### src/rtl/tmr_pkg.sv
package tmr_pkg;
  localparam int unsigned OFF_CTRL   = 32'h10;
  localparam int unsigned OFF_COUNT  = 32'h14;
  localparam int unsigned OFF_MODULO = 32'h18;
  localparam int unsigned OFF_GSTAT  = 32'h1C;
  localparam int unsigned OFF_CHCTRL = 32'h20;
  localparam int unsigned OFF_CHVAL  = 32'h24;

  localparam int PSC_FIELD_W = 3;
  localparam int CMODE_W     = 2;
  localparam int CHMODE_W    = 4;

  localparam logic [CMODE_W-1:0]  CMODE_COUNT  = 2'b01;
  localparam logic [CHMODE_W-1:0] CHMODE_SWCMP = 4'h4;
endpackage

### src/rtl/tmr_prescaler.sv
module tmr_prescaler #(
  parameter int PSC_W = 3
) (
  input  logic             clk,
  input  logic             rst_n,
  input  logic             run,
  input  logic [PSC_W-1:0] psc_sel,
  output logic             tick
);
  localparam int DIV_W = (1 << PSC_W) - 1;

  logic [DIV_W-1:0] div_q;
  logic [DIV_W-1:0] mask;

  always_comb begin
    for (int i = 0; i < DIV_W; i++) begin
      mask[i] = (i < int'(psc_sel));
    end
  end

  assign tick = run && ((div_q & mask) == mask);

  always_ff @(posedge clk or negedge rst_n) begin
    if (!rst_n) begin
      div_q <= '0;
    end else if (run) begin
      div_q <= div_q + 1'b1;
    end else begin
      div_q <= '0;
    end
  end
endmodule

### src/rtl/tmr_counter.sv
module tmr_counter #(
  parameter int DATA_W = 32
) (
  input  logic              clk,
  input  logic              rst_n,
  input  logic              tick,
  input  logic              clr,
  input  logic [DATA_W-1:0] modulo,
  output logic [DATA_W-1:0] count,
  output logic              wrap
);
  logic at_limit;

  assign at_limit = (count == modulo);
  assign wrap     = tick && at_limit && !clr;

  always_ff @(posedge clk or negedge rst_n) begin
    if (!rst_n) begin
      count <= '0;
    end else if (clr) begin
      count <= '0;
    end else if (tick) begin
      count <= at_limit ? '0 : count + 1'b1;
    end
  end
endmodule

### src/rtl/tmr_channel.sv
module tmr_channel
  import tmr_pkg::*;
#(
  parameter int DATA_W = 32
) (
  input  logic                clk,
  input  logic                rst_n,
  input  logic                tick,
  input  logic [DATA_W-1:0]   count,
  input  logic                wr_ctrl,
  input  logic [7:2]          ctrl_wdata,
  input  logic                wr_gstat_clr,
  input  logic                wr_val,
  input  logic [DATA_W-1:0]   val_wdata,
  output logic                flag,
  output logic                ie,
  output logic [CHMODE_W-1:0] mode,
  output logic [DATA_W-1:0]   cmp_val
);
  logic match;
  logic clear;

  assign match = tick && (mode == CHMODE_SWCMP) && (count == cmp_val);
  assign clear = (wr_ctrl && ctrl_wdata[7]) || wr_gstat_clr;

  always_ff @(posedge clk or negedge rst_n) begin
    if (!rst_n) begin
      ie   <= 1'b0;
      mode <= '0;
    end else if (wr_ctrl) begin
      ie   <= ctrl_wdata[6];
      mode <= ctrl_wdata[5:2];
    end
  end

  always_ff @(posedge clk or negedge rst_n) begin
    if (!rst_n) begin
      cmp_val <= '0;
    end else if (wr_val) begin
      cmp_val <= val_wdata;
    end
  end

  always_ff @(posedge clk or negedge rst_n) begin
    if (!rst_n) begin
      flag <= 1'b0;
    end else if (match) begin
      flag <= 1'b1;
    end else if (clear) begin
      flag <= 1'b0;
    end
  end
endmodule

### src/rtl/cmp_timer.sv
module cmp_timer
  import tmr_pkg::*;
#(
  parameter int ADDR_W = 8,
  parameter int DATA_W = 32
) (
  input  logic              clk,
  input  logic              rst_n,
  input  logic [ADDR_W-1:0] bus_addr,
  input  logic              bus_wen,
  input  logic [DATA_W-1:0] bus_wdata,
  output logic [DATA_W-1:0] bus_rdata,
  output logic              irq
);
  logic sel_ctrl, sel_count, sel_mod, sel_gstat, sel_chctrl, sel_chval;
  logic wr_ctrl, wr_count, wr_mod, wr_gstat, wr_chctrl, wr_chval;

  logic [PSC_FIELD_W-1:0] psc_q;
  logic [CMODE_W-1:0]     cmode_q;
  logic                   toie_q;
  logic                   tof_q;
  logic [DATA_W-1:0]      modulo_q;

  logic                   tick;
  logic                   wrap;
  logic [DATA_W-1:0]      cnt_q;

  logic                   ch_flag;
  logic                   ch_ie;
  logic [CHMODE_W-1:0]    ch_mode;
  logic [DATA_W-1:0]      ch_val;

  assign sel_ctrl   = (bus_addr == ADDR_W'(OFF_CTRL));
  assign sel_count  = (bus_addr == ADDR_W'(OFF_COUNT));
  assign sel_mod    = (bus_addr == ADDR_W'(OFF_MODULO));
  assign sel_gstat  = (bus_addr == ADDR_W'(OFF_GSTAT));
  assign sel_chctrl = (bus_addr == ADDR_W'(OFF_CHCTRL));
  assign sel_chval  = (bus_addr == ADDR_W'(OFF_CHVAL));

  assign wr_ctrl   = bus_wen && sel_ctrl;
  assign wr_count  = bus_wen && sel_count;
  assign wr_mod    = bus_wen && sel_mod;
  assign wr_gstat  = bus_wen && sel_gstat;
  assign wr_chctrl = bus_wen && sel_chctrl;
  assign wr_chval  = bus_wen && sel_chval;

  always_ff @(posedge clk or negedge rst_n) begin
    if (!rst_n) begin
      psc_q   <= '0;
      cmode_q <= '0;
      toie_q  <= 1'b0;
    end else if (wr_ctrl) begin
      psc_q   <= bus_wdata[2:0];
      cmode_q <= bus_wdata[4:3];
      toie_q  <= bus_wdata[6];
    end
  end

  always_ff @(posedge clk or negedge rst_n) begin
    if (!rst_n) begin
      tof_q <= 1'b0;
    end else if (wrap) begin
      tof_q <= 1'b1;
    end else if (wr_ctrl && bus_wdata[7]) begin
      tof_q <= 1'b0;
    end
  end

  always_ff @(posedge clk or negedge rst_n) begin
    if (!rst_n) begin
      modulo_q <= '1;
    end else if (wr_mod) begin
      modulo_q <= bus_wdata;
    end
  end

  tmr_prescaler #(.PSC_W(PSC_FIELD_W)) i_psc (
    .clk     (clk),
    .rst_n   (rst_n),
    .run     (cmode_q == CMODE_COUNT),
    .psc_sel (psc_q),
    .tick    (tick)
  );

  tmr_counter #(.DATA_W(DATA_W)) i_cnt (
    .clk    (clk),
    .rst_n  (rst_n),
    .tick   (tick),
    .clr    (wr_count),
    .modulo (modulo_q),
    .count  (cnt_q),
    .wrap   (wrap)
  );

  tmr_channel #(.DATA_W(DATA_W)) i_ch0 (
    .clk          (clk),
    .rst_n        (rst_n),
    .tick         (tick),
    .count        (cnt_q),
    .wr_ctrl      (wr_chctrl),
    .ctrl_wdata   (bus_wdata[7:2]),
    .wr_gstat_clr (wr_gstat && bus_wdata[0]),
    .wr_val       (wr_chval),
    .val_wdata    (bus_wdata),
    .flag         (ch_flag),
    .ie           (ch_ie),
    .mode         (ch_mode),
    .cmp_val      (ch_val)
  );

  always_comb begin
    bus_rdata = '0;
    unique case (1'b1)
      sel_ctrl:   bus_rdata[7:0] = {tof_q, toie_q, 1'b0, cmode_q, psc_q};
      sel_count:  bus_rdata = cnt_q;
      sel_mod:    bus_rdata = modulo_q;
      sel_gstat:  bus_rdata[0] = ch_flag;
      sel_chctrl: bus_rdata[7:0] = {ch_flag, ch_ie, ch_mode, 2'b00};
      sel_chval:  bus_rdata = ch_val;
      default:    bus_rdata = '0;
    endcase
  end

  assign irq = (ch_flag && ch_ie) || (tof_q && toie_q);
endmodule

### config.mk
export PLATFORM = sky130hd
export DESIGN_NAME = cmp_timer
export DESIGN_NICKNAME = d
export VERILOG_FILES = /design/src/rtl/tmr_pkg.sv /design/src/rtl/tmr_prescaler.sv /design/src/rtl/tmr_counter.sv /design/src/rtl/tmr_channel.sv /design/src/rtl/cmp_timer.sv
export SDC_FILE = /design/constraint.sdc
export NUM_CORES = 1
export LEC_CHECK = 0
export BUFFER_PORTS_ARGS = -buffer_cell sky130_fd_sc_hd__buf_4
export CORE_MARGIN = 2
export CORE_UTILIZATION = 40
export DETAILED_ROUTE_END_ITERATION = 10
export PLACE_DENSITY_LB_ADDON = 0.05
export SYNTH_ARGS = -nofsm -noshare
export SYNTH_HDL_FRONTEND = slang
export SYNTH_SLANG_ARGS = --single-unit
export TNS_END_PERCENT = 30
### constraint.sdc
create_clock -name clk -period 2.27 [get_ports clk]
set_clock_uncertainty 0.15 [all_clocks]
set_input_delay 0.1135 -clock clk [delete_from_list [all_inputs] [get_ports clk]]
set_output_delay 0.1135 -clock clk [all_outputs]
set_load 0.01 [all_outputs]
# --- Word level (Yosys, flattened, before mapping) ---
# Index checks and enable logic that the tools add are counted.
totals:
  reg_bits: 116
  inputBits: 43
  out_inout_bits: 33
  elab_cells: 65
classes:
  n_addsub: 2
  magnitude_cmp: 7
  eq_ne: 11
  n_mux: 11
  bitwise_logic: 1
  reduce_logical: 22
op_table:
  columns: ["op", "n"]
  rows:
  - ["$mux W32", 3]
  - ["$pmux W24 S3", 1]
  - ["$eq A32 B32 Y1", 2]
  - ["$pmux W7 S5", 1]
  - ["$add A32 B1 Y32 const B", 1]
  - ["$eq A8 B5 Y1 const B", 4]
  - ["$eq A8 B6 Y1 const B", 2]
  - ["$logic_and A1 B1 Y1", 16]
  - ["$lt A3 B3 Y1 const A", 3]
  - ["$add A7 B1 Y7 const B", 1]
  - ["$and A7 B7 Y7", 1]
  - ["$eq A7 B7 Y1", 1]
  - ["$mux W7", 1]
  - ["$lt A1 B3 Y1 const A", 2]
  - ["$lt A2 B3 Y1 const A", 2]
  - ["$reduce_bool A2 Y1", 3]
  - ["$pmux W1 S5", 1]
  - ["$eq A4 B3 Y1 const B", 1]
  - ["$mux W1", 4]
  - ["$eq A2 B1 Y1 const B", 1]
  - ["$logic_or A1 B1 Y1", 2]
  - ["$logic_not A1 Y1", 1]

# --- Longest topological paths before layout ---
# Gate-level depths: netlist of run 1.
depth:
  ltp_word: 7
  ltp_mapped: 9
  ltp_nobuf: 7

# --- By module ---
# A second synthesis of run 1 with hierarchy kept.
hier_totals:
  hier_cells: 587
  area_unflattened_um2: 6590.1
by_module_without_submodules:
  columns: ["module", "instances", "cells_each", "area_each_um2", "seq_area_each_um2"]
  rows:
  - ["cmp_timer", 1, 210, 2436.1, 1016.0]
  - ["tmr_counter", 1, 212, 2023.2, 800.8]
  - ["tmr_channel", 1, 128, 1769.2, 950.9]
  - ["tmr_prescaler", 1, 37, 361.6, 175.2]

# --- Worst setup path after synthesis of run 1 ---
# Ideal clock, no wire load.
synth_timing:
  path_kind: "reg2reg"
  from: "register i_cnt.count[2]"
  to: "register i_cnt.count[31]"
  setup_time_ps: 78
  arrival_ps: 2063
  slack_ps: -21
  path_stages_with_launch: 7
  path_buffers: 1
  period_less_slack_ps: 2291
  cell_sequence: "dfrtp_1 -> clkbuf_1 -> nand2_1 -> nor4_2 -> nand4_1 -> or4_1 -> a21oi_1"
synth_via:
  elab_chain_cells: 4
  elab_cells_between_ends: 5
synth_lines:
  columns: ["element", "line", "source"]
  rows:
  - ["from (decl)", "tmr_counter.sv:9", "output logic [DATA_W-1:0] count,"]
  - ["from (signal assigned)", "tmr_counter.sv:23", "count <= at_limit ? '0 : count + 1'b1;"]
  - ["$add A32 B1 Y32 / $eq A32 B32 Y1 (equally long branches)", "tmr_counter.sv:23, tmr_counter.sv:14", null]
  - ["$mux W32 *", "tmr_counter.sv:23", null]
  - ["$mux W32 *", "tmr_counter.sv:22", "end else if (tick) begin"]
  - ["$mux W32 *", "tmr_counter.sv:20", "end else if (clr) begin"]
# Mark *: on every way between the ends. The rest lies on a longest branch, timed or not. The select of a mux whose other input is x is not followed.
# A chain may end at the register's enable or synchronous reset.

# --- Final worst setup path of run 1 ---
layout_timing:
  from: "input port bus_addr[1]"
  to: "output port bus_rdata[2]"
layout_via:
  elab_chain_cells: 2
  elab_cells_between_ends: 6
layout_lines:
  columns: ["element", "line", "source"]
  rows:
  - ["from (decl)", "cmp_timer.sv:9", "input logic [ADDR_W-1:0] bus_addr,"]
  - ["$eq A8 B6 Y1 (tied with other cells)", "cmp_timer.sv:38", "assign sel_chval = (bus_addr == ADDR_W'(OFF_CHVAL));"]
  - ["$pmux W7 S5 *", "cmp_timer.sv:113", "unique case (1'b1)"]
  - ["to (decl)", "cmp_timer.sv:12", "output logic [DATA_W-1:0] bus_rdata,"]
# Mark *: on every way between the ends. The rest lies on a longest branch, timed or not.

==> run summary, run 1 <==
capture point of the worst reg-to-reg path - i_cnt.count[24]$_DFFE_PN0P_
total standard cell area after synthesis - 6470 um2
data required time at the worst endpoint - 2.01 ns
HPWL after DPL - 15.2 mm
sort of element at the end of the critical path - primary output
time the worst path needs with I/O delays and setup - 2.25 ns
Clock Sinks - 116
Pleak - 4.17 nW
final std cells w/o fill - 1022
final antenna-violating net count - 0
XOR/XNOR Fraction of Synth Area - 11.4%
worst vdd rail ir drop - 571 uV
max-slew violation total from the final report - 0
number of standard-cell rows in the floorplan - 46
Clock Root Buffer - clkbuf_16
RSZ-0062 raised after global routing - yes
worst flop-to-flop path startpoint - i_cnt.count[3]$_DFFE_PN0P_
gate count of the mapped netlist - 624
aggregate global-route resource usage - 24.4%
endpoint arrival time on the critical path - 1.98 ns
fraction of final layout cells with drive strength greater than 1 - 41.6%
area of the core region - 15800 um2
maximum number of pins on one net before global-route repair - 46
number of cells on the worst reg-to-reg path - 8
share of the synthesized area in compound gates (AO/OA/AOI/OAI) - 10.1%
period utilisation layout - 99.0%
Placed Instances - 948
number of vias after detailed routing - 5709
number of enable-type register cells in the synthesized netlist - 0
Layout Area Growth over Synthesis - 39.6%
NumNets Final - 838
power density normalized to cell area - 638 nW/um2
run status - completed
setup slack on the worst flop-to-flop path - 0.09 ns
die height - 131 um
share of synthesized registers carrying an async set or reset - 100%
final core occ - 57.1%
Post-Route WL - 21.2 mm
peak clock frequency supported by timing - 445 MHz
slew at the pin closest to its max-slew limit - 0.498 ns
sum of negative setup slack - 0 ns
clock latency on the worst-skew pair - 0.41 ns
leading cell types in the layout, fill and taps excluded - buf_4 (154), dfrtp_1 (83), mux2_2 (75)
most common library cell in the layout ignoring fill and taps - buf_4
H-Tree Depth - 4
routed len/inst - 20.8 um
min-delay worst type - input pin to asynchronous set/reset pin
maximum number of buffers from clock root to sink - 2
antenna violations before repair - 0
number of iterations in the first detailed-routing pass - 5
simple-gate area share of the yosys netlist - 14.5%
detailed-route DRC error count - 0
net count after synthesis - 669
max_cap viols - 0
dominant combinational cell family by area after synthesis - simple AND/OR/NAND/NOR gates
count of endpoints failing setup in the final report - 0
first-pass GRT wire length - 32.3 mm
Final Wtd Congestion - 0.918
area of the die - 17200 um2
arithmetic-cell share of the synthesized area counting full adders, half adders and majority gates - 0.386%
Starting DRT DRC Count - 534
CTS clock-pin slew for the worst setup and hold paths - 0.06 ns
worst hold slack - 0.0636 ns
filler cell count in the final layout - 1365
Mapped Avg Cell Area - 10.4 um2
Yosys Warn Count - 0
number of distinct library cells after synthesis - 43
mux contribution to synthesized area - 13.0%
CP Class - input pin to primary output
number of storage elements in the synthesis netlist - 116
Worst Setup Start Kind - input pin
Die W - 131 um
detailed-route vias per instance - 5.59
number of port buffers - 75
Diodes inserted - 0
starting utilization of the core area - 40.9%
remaining max-slew budget at the tightest pin - 66.6%
maximum fanout encountered on the critical timing path - 8
number of buffers inserted during clock tree synthesis - 17
sequential-to-total area share from yosys stat - 45.4%
global-route congestion overflow total - 0
CTS tree - done
via count of the first global-routing pass - 5598
final hold vios - 0
ys flop type - dfrtp_1
I/O Pins - 76
## synth_stat cells (all sizes together), types with 15 or more instances
master   n  share of area (%)
a222oi  27                4.2
a22oi   17                2.0
clkbuf  43                2.5
dfrtp   84                 32
dfstp   32                 13
inv     34                2.0
mux2    75                 13
nand2   39                2.3
nand3   15                1.2
nand4   31                3.0
nor2    31                1.8
nor4    19                2.3
xnor2   68                9.2
xor2    16                2.2
## stage by stage
| step | instance area [um2] | worst slack, ns | total power [W] |
|---|---|---|---|
| 2_1_floorplan | 6480 | 0.00734 | 0.00254 |
| 3_3_place_gp | 7850 | -0.0629 | 0.00289 |
| 3_5_place_dp | 7850 | -0.0434 | 0.00289 |
| 4_1_cts | 8810 | -0.0225 | 0.00576 |
| 5_1_grt | 9040 | -0.0109 | 0.00595 |
| 6_report | 9040 | 0.0230 | 0.00576 |
## logic make-up (layout without fill, tap and decap cells)
| group | Yosys count | after routing |
|---|---|---|
| DFF | 116 | 116 |
| AOI/OAI and AO/OA | 87 | 87 |
| xor gates and xnor gates | 84 | 84 |
| muxes | 75 | 75 |
| buffers and inverters | 87 | 269 |
| adders and majority gates | 2 | 2 |
| and+or+nand+nor | 173 | 173 |
## worst max path at each step
stage                                        to                       start  slack [ns]  depth (start not counted)
global placement    i_cnt.count[14]$_DFFE_PN0P_  i_cnt.count[6]$_DFFE_PN0P_       -0.06                          8
detailed placement  i_cnt.count[14]$_DFFE_PN0P_  i_cnt.count[6]$_DFFE_PN0P_       -0.04                          8
global route        i_cnt.count[20]$_DFFE_PN0P_        psc_q[2]$_DFFE_PN0P_       -0.01                          7
CTS                 i_cnt.count[24]$_DFFE_PN0P_  i_cnt.count[0]$_DFFE_PN0P_       -0.02                          8
finish                             bus_rdata[2]                 bus_addr[1]        0.02                          9
floorplan           i_cnt.count[24]$_DFFE_PN0P_  i_cnt.count[4]$_DFFE_PN0P_       0.007                          7
## flip-flops by register name, indices dropped and copies added (netlist names)
register and flops:
i_ch0.ie 1, i_ch0.flag 1, tof_q 1, i_psc.div_q 7, i_ch0.mode 4, modulo_q 32
cmode_q 2, psc_q 3, i_cnt.count 32, i_ch0.cmp_val 32, toie_q 1
## report_power, final
part	internal [W]	total (W)	switching, W
logic	0.000349	0.000697	0.000348
registers	0.00218	0.00227	0.0000881
clock network	0.00177	0.00280	0.00104
## repair_timing
action / 4_1_cts / 5_1_grt
hold buffers: 34 / 0
pin swaps: 0 / 7
hold endpoints to repair: 165 / 0
setup buffers: 0 / 5
endpoints found under the setup margin: 3 / 55
cloned: 0 / 3
gates resized for setup: 3 / 26
## area by class of cell
type | instances | area, um2 | area share, %
clock inverter | 14 | 176 | 1.95
inverter | 34 | 128 | 1.41
timing repair buffer | 203 | 1760 | 19.5
multi-input combinational | 421 | 3320 | 36.7
sequential | 116 | 2940 | 32.6
clock buffer | 18 | 439 | 4.86
tap | 216 | 270 | 2.99
## worst max-delay path: stages
cell	delay [ns]
buf_4	0.11
or4_4	0.56
or3b_4	0.43
nor2_4	0.14
buf_12	0.14
clkbuf_16	0.17
a22oi_1	0.09
nand3_1	0.11
buf_4	0.12
## per-layer routing
layer / up-vias / routed length [um] / track usage [%]
li1: 2591 / - / -
met1: 2873 / 9800 / 34.8
met2: 210 / 9650 / 37.5
met3: 35 / 1250 / 4.86
met4: 0 / 527 / 7.85
met5: - / 0 / 0
Note: power is estimated with default switching activity, not from simulation.
==> run 2: changes to the inputs <==
ABC_AREA = 1   (was default)
==> run 2 against run 1 <==
Critical endpoint unchanged. Worst hold slack better by 0.058 ns. Register-to-register slack better by 0.15 ns. Final area decreased by 1.1%. Worst setup slack better by 0.072 ns. Non-clock buffer count is 55 lower. Final cell count grew 32%. Sequential share of layout area up 0.37 points. Fmax rose by 3.3%. Die area grew 8.7%. Global-route usage is 1.1 points lower. Highest routed layer unchanged. Routed wire length fell by 3.2%.
==> run summary, run 2 <==
run status - completed (unchanged)
cell occurring most often along the worst timing path - buf_4 (unchanged)
Final Wtd Congestion - 0.892 (was 0.918)
ys flop type - dfrtp_1 (unchanged)
post-route cell area - 8940 um2 (was 9040 um2)
data required time at the worst endpoint - 2.01 ns (about the same)
net count after synthesis - 1040 (was 669)
Post-Route WL - 20.6 mm (was 21.2 mm)
time the worst path needs with I/O delays and setup - 2.17 ns (was 2.25 ns)
Placed Instances - 1282 (was 948)
number of enable-type register cells in the synthesized netlist - 0 (unchanged)
share of synthesized registers carrying an async set or reset - 100% (unchanged)
number of iterations in the first detailed-routing pass - 7 (was 5)
Clock Sinks - 116 (unchanged)
sequential-to-total area share from yosys stat - 41.7% (was 45.4%)
first-pass GRT wire length - 33.6 mm (was 32.3 mm)
cell breakdown of the critical path - dlygate4sd3_1, buf_4, nand2_1, nor2_2, nand2_2, inv_1, a22oi_1, o2111ai_1, buf_4 (was buf_4, or4_4, or3b_4, nor2_4, buf_12, clkbuf_16, a22oi_1, nand3_1, buf_4)
Mapped Avg Cell Area - 7.09 um2 (was 10.4 um2)
most common cell in the netlist - nand2_1 (was dfrtp_1)
Clock Root Buffer - clkbuf_16 (unchanged)
Starting DRT DRC Count - 377 (was 534)
Worst Setup Start Kind - input pin (unchanged)
worst vdd rail ir drop - 621 uV (was 571 uV)
RSZ-0062 raised after global routing - no (was yes)
total standard cell area after synthesis - 7060 um2 (was 6470 um2)
Synth top area share - 29.8% (was 32.5%)
leading post-synthesis cells by cell area - dfrtp_1 (30%), nand2_1 (19%), dfstp_2 (12%), o21ai_0 (6.4%), inv_1 (5.5%) (was dfrtp_1 (32%), mux2_2 (13%), dfstp_2 (13%), xnor2_1 (9.2%), a222oi_1 (4.2%))
leading cell types in the layout, fill and taps excluded - nand2_1 (352), buf_4 (110), inv_1 (104) (was buf_4 (154), dfrtp_1 (83), mux2_2 (75))
remaining max-slew budget at the tightest pin - 55.5% (was 66.6%)
top cells by count, synth - nand2_1 (352), inv_1 (104), o21ai_0 (90) (was dfrtp_1 (84), mux2_2 (75), xnor2_1 (68))
H-Tree Depth - 4 (unchanged)
via count of the first global-routing pass - 6272 (was 5598)
maximum fanout encountered on the critical timing path - 7 (was 8)
fraction of final layout cells with drive strength greater than 1 - 16.6% (was 41.6%)
CP Class - input pin to primary output (unchanged)
peak clock frequency supported by timing - 460 MHz (was 445 MHz)
number of standard-cell rows in the floorplan - 48 (was 46)
maximum number of pins on one net before global-route repair - 65 (was 46)
area of the die - 18700 um2 (was 17200 um2)
aggregate global-route resource usage - 23.3% (was 24.4%)
filler cell count in the final layout - 1779 (was 1365)
maximum number of buffers from clock root to sink - 2 (unchanged)
Pleak - 4.12 nW (was 4.17 nW)
number of cells on the worst reg-to-reg path - 8 (unchanged)
number of storage elements in the synthesis netlist - 116 (unchanged)
max_cap viols - 0 (unchanged)
max-slew violation total from the final report - 0 (unchanged)
NumNets Final - 1157 (was 838)
die height - 137 um (was 131 um)
final std cells w/o fill - 1350 (was 1022)
global-route congestion overflow total - 0 (unchanged)
CTS clock-pin slew for the worst setup and hold paths - 0.05 ns (was 0.06 ns)
slew at the pin closest to its max-slew limit - 0.668 ns (was 0.498 ns)
setup slack at placement - 0.127 ns (was -0.0434 ns)
area taken by multi-input logic gates - 3450 um2 (was 3320 um2)
capture point of the worst reg-to-reg path - i_cnt.count[24]$_DFFE_PN0P_ (unchanged)
final hold vios - 0 (unchanged)
period utilisation layout - 95.8% (was 99.0%)
count of endpoints failing setup in the final report - 0 (unchanged)
power density normalized to cell area - 654 nW/um2 (was 638 nW/um2)
gate count of the mapped netlist - 995 (was 624)
final setup margin - 0.0953 ns (was 0.0230 ns)
cell area after placement - 7950 um2 (was 7850 um2)
most common library cell in the layout ignoring fill and taps - nand2_1 (was buf_4)
Die W - 137 um (was 131 um)
top cell type by total area after synthesis - dfrtp_1 (unchanged)
min-delay worst type - input pin to asynchronous set/reset pin (unchanged)
sum of negative setup slack - 0 ns (unchanged)
area of the core region - 17300 um2 (was 15800 um2)
number of port buffers - 75 (unchanged)
clock latency on the worst-skew pair - 0.42 ns (was 0.41 ns)
CTS tree - done (unchanged)
registers with the most flip-flops - i_ch0.cmp_val: 32 flops, i_cnt.count: 32 flops, modulo_q: 32 flops (unchanged)
antenna violations before repair - 0 (unchanged)
standard cell with the maximum stage delay on the critical path - dlygate4sd3_1 (was or4_4)
setup slack on the worst flop-to-flop path - 0.24 ns (was 0.09 ns)
Yosys Warn Count - 0 (unchanged)
I/O Pins - 76 (unchanged)
Diodes inserted - 0 (unchanged)
worst flop-to-flop path startpoint - i_cnt.count[1]$_DFFE_PN0P_ (was i_cnt.count[3]$_DFFE_PN0P_)
delay contributed by the slowest stage of the critical path - 0.52 ns (was 0.56 ns)
number of buffers inserted during clock tree synthesis - 17 (unchanged)
Layout Area Growth over Synthesis - 26.6% (was 39.6%)
detailed-route vias per instance - 4.82 (was 5.59)
HPWL after DPL - 15.2 mm (about the same)
endpoint arrival time on the critical path - 1.91 ns (was 1.98 ns)
final core occ - 51.7% (was 57.1%)
number of distinct library cells after synthesis - 34 (was 43)
area used by sequential logic in the layout - 2940 um2 (unchanged)
sort of element at the end of the critical path - primary output (unchanged)
detailed-route DRC error count - 0 (unchanged)
routed len/inst - 15.2 um (was 20.8 um)
starting utilization of the core area - 40.8% (was 40.9%)
final antenna-violating net count - 0 (unchanged)
number of vias after detailed routing - 6508 (was 5709)
-- run 2: changes by cell type after synthesis, moves of 13 or more --
cell / before / now
a22oi_1: 17 / 2
o21ai_0: 13 / 90
buf_2: 7 / 23
a222oi_1: 27 / 0
clkbuf_1: 43 / 17
mux2_2: 75 / 0
o211ai_1: 0 / 13
inv_1: 34 / 104
nand2_1: 39 / 352
nand3_1: 15 / 36
xnor2_1: 68 / 40
nor4_1: 16 / 1
nor2_1: 30 / 87
-- run 2: timing repair --
item,in CTS,in global routing
endpoints found under the hold margin,122,0
setup buffers,0,0
hold buffers,36,0
resized for setup,0,2
endpoints found under the setup margin,0,4
-- run 2: kinds of logic (layout without fill, tap and decap cells) --
kind of cell / count (synthesis) / after routing / synth area share (%)
compound gates: 133 / 133 / 10.8
simple gates: 524 / 524 / 30.1
buf+inv: 159 / 289 / 9.41
fa+ha+maj: 2 / 2 / 0.355
xor+xnor: 61 / 61 / 7.57
flops: 116 / 116 / 41.7
-- run 2: per-stage QoR --
stage | total power [W] | hold WS [ns]
after global placement | 0.00290 | 0.0418
after floorplan | 0.00263 | -0.332
after CTS | 0.00590 | 0.146
after global routing | 0.00608 | 0.203
final | 0.00584 | 0.122
after detailed placement | 0.00290 | 0.0405
-- run 2: where the power goes --
part	switching, W	internal [W]
Clock	0.000982	0.00194
Combinational	0.000368	0.000273
Sequential	0.0000930	0.00219
Total	0.00144	0.00440
-- run 2: cell type report --
class,instances,share of cell area [%]
Inverter,109,4.58
Clock inverter,10,2.02
Clock buffer,22,4.97
Multi-Input combinational cell,720,38.6
Timing Repair Buffer,148,13.7
Sequential cell,116,32.9
Tap cell,225,3.15
-- run 2: worst max-delay path by stage --
stage                                    start                           to  slack [ns]  cells after the start
floorplan           i_cnt.count[1]$_DFFE_PN0P_  i_cnt.count[14]$_DFFE_PN0P_        0.50                     10
global placement    i_cnt.count[1]$_DFFE_PN0P_  i_cnt.count[24]$_DFFE_PN0P_        0.25                      8
detailed placement  i_cnt.count[1]$_DFFE_PN0P_  i_cnt.count[24]$_DFFE_PN0P_        0.13                      8
CTS                                bus_addr[2]                 bus_rdata[2]        0.07                      9
global route                       bus_addr[2]                 bus_rdata[5]        0.01                      9
finish                             bus_addr[2]                 bus_rdata[2]         0.1                      9
-- run 2: critical path, delay by kind of cell --
kind                   cells  cell delay [ns]
buffers and inverters      4             1.16
AOI/OAI and AO/OA          2             0.32
and+or+nand+nor            3             0.31
-- run 2: metal layers --
metal | track usage (%) | wire [um] | vias to the layer above
met4 | 5.27 | 231 | 0
li1 | - | - | 3372
met1 | 33.7 | 10200 | 2973
met3 | 4.44 | 859 | 14
met2 | 36.3 | 9240 | 149
met5 | 0 | 0 | -
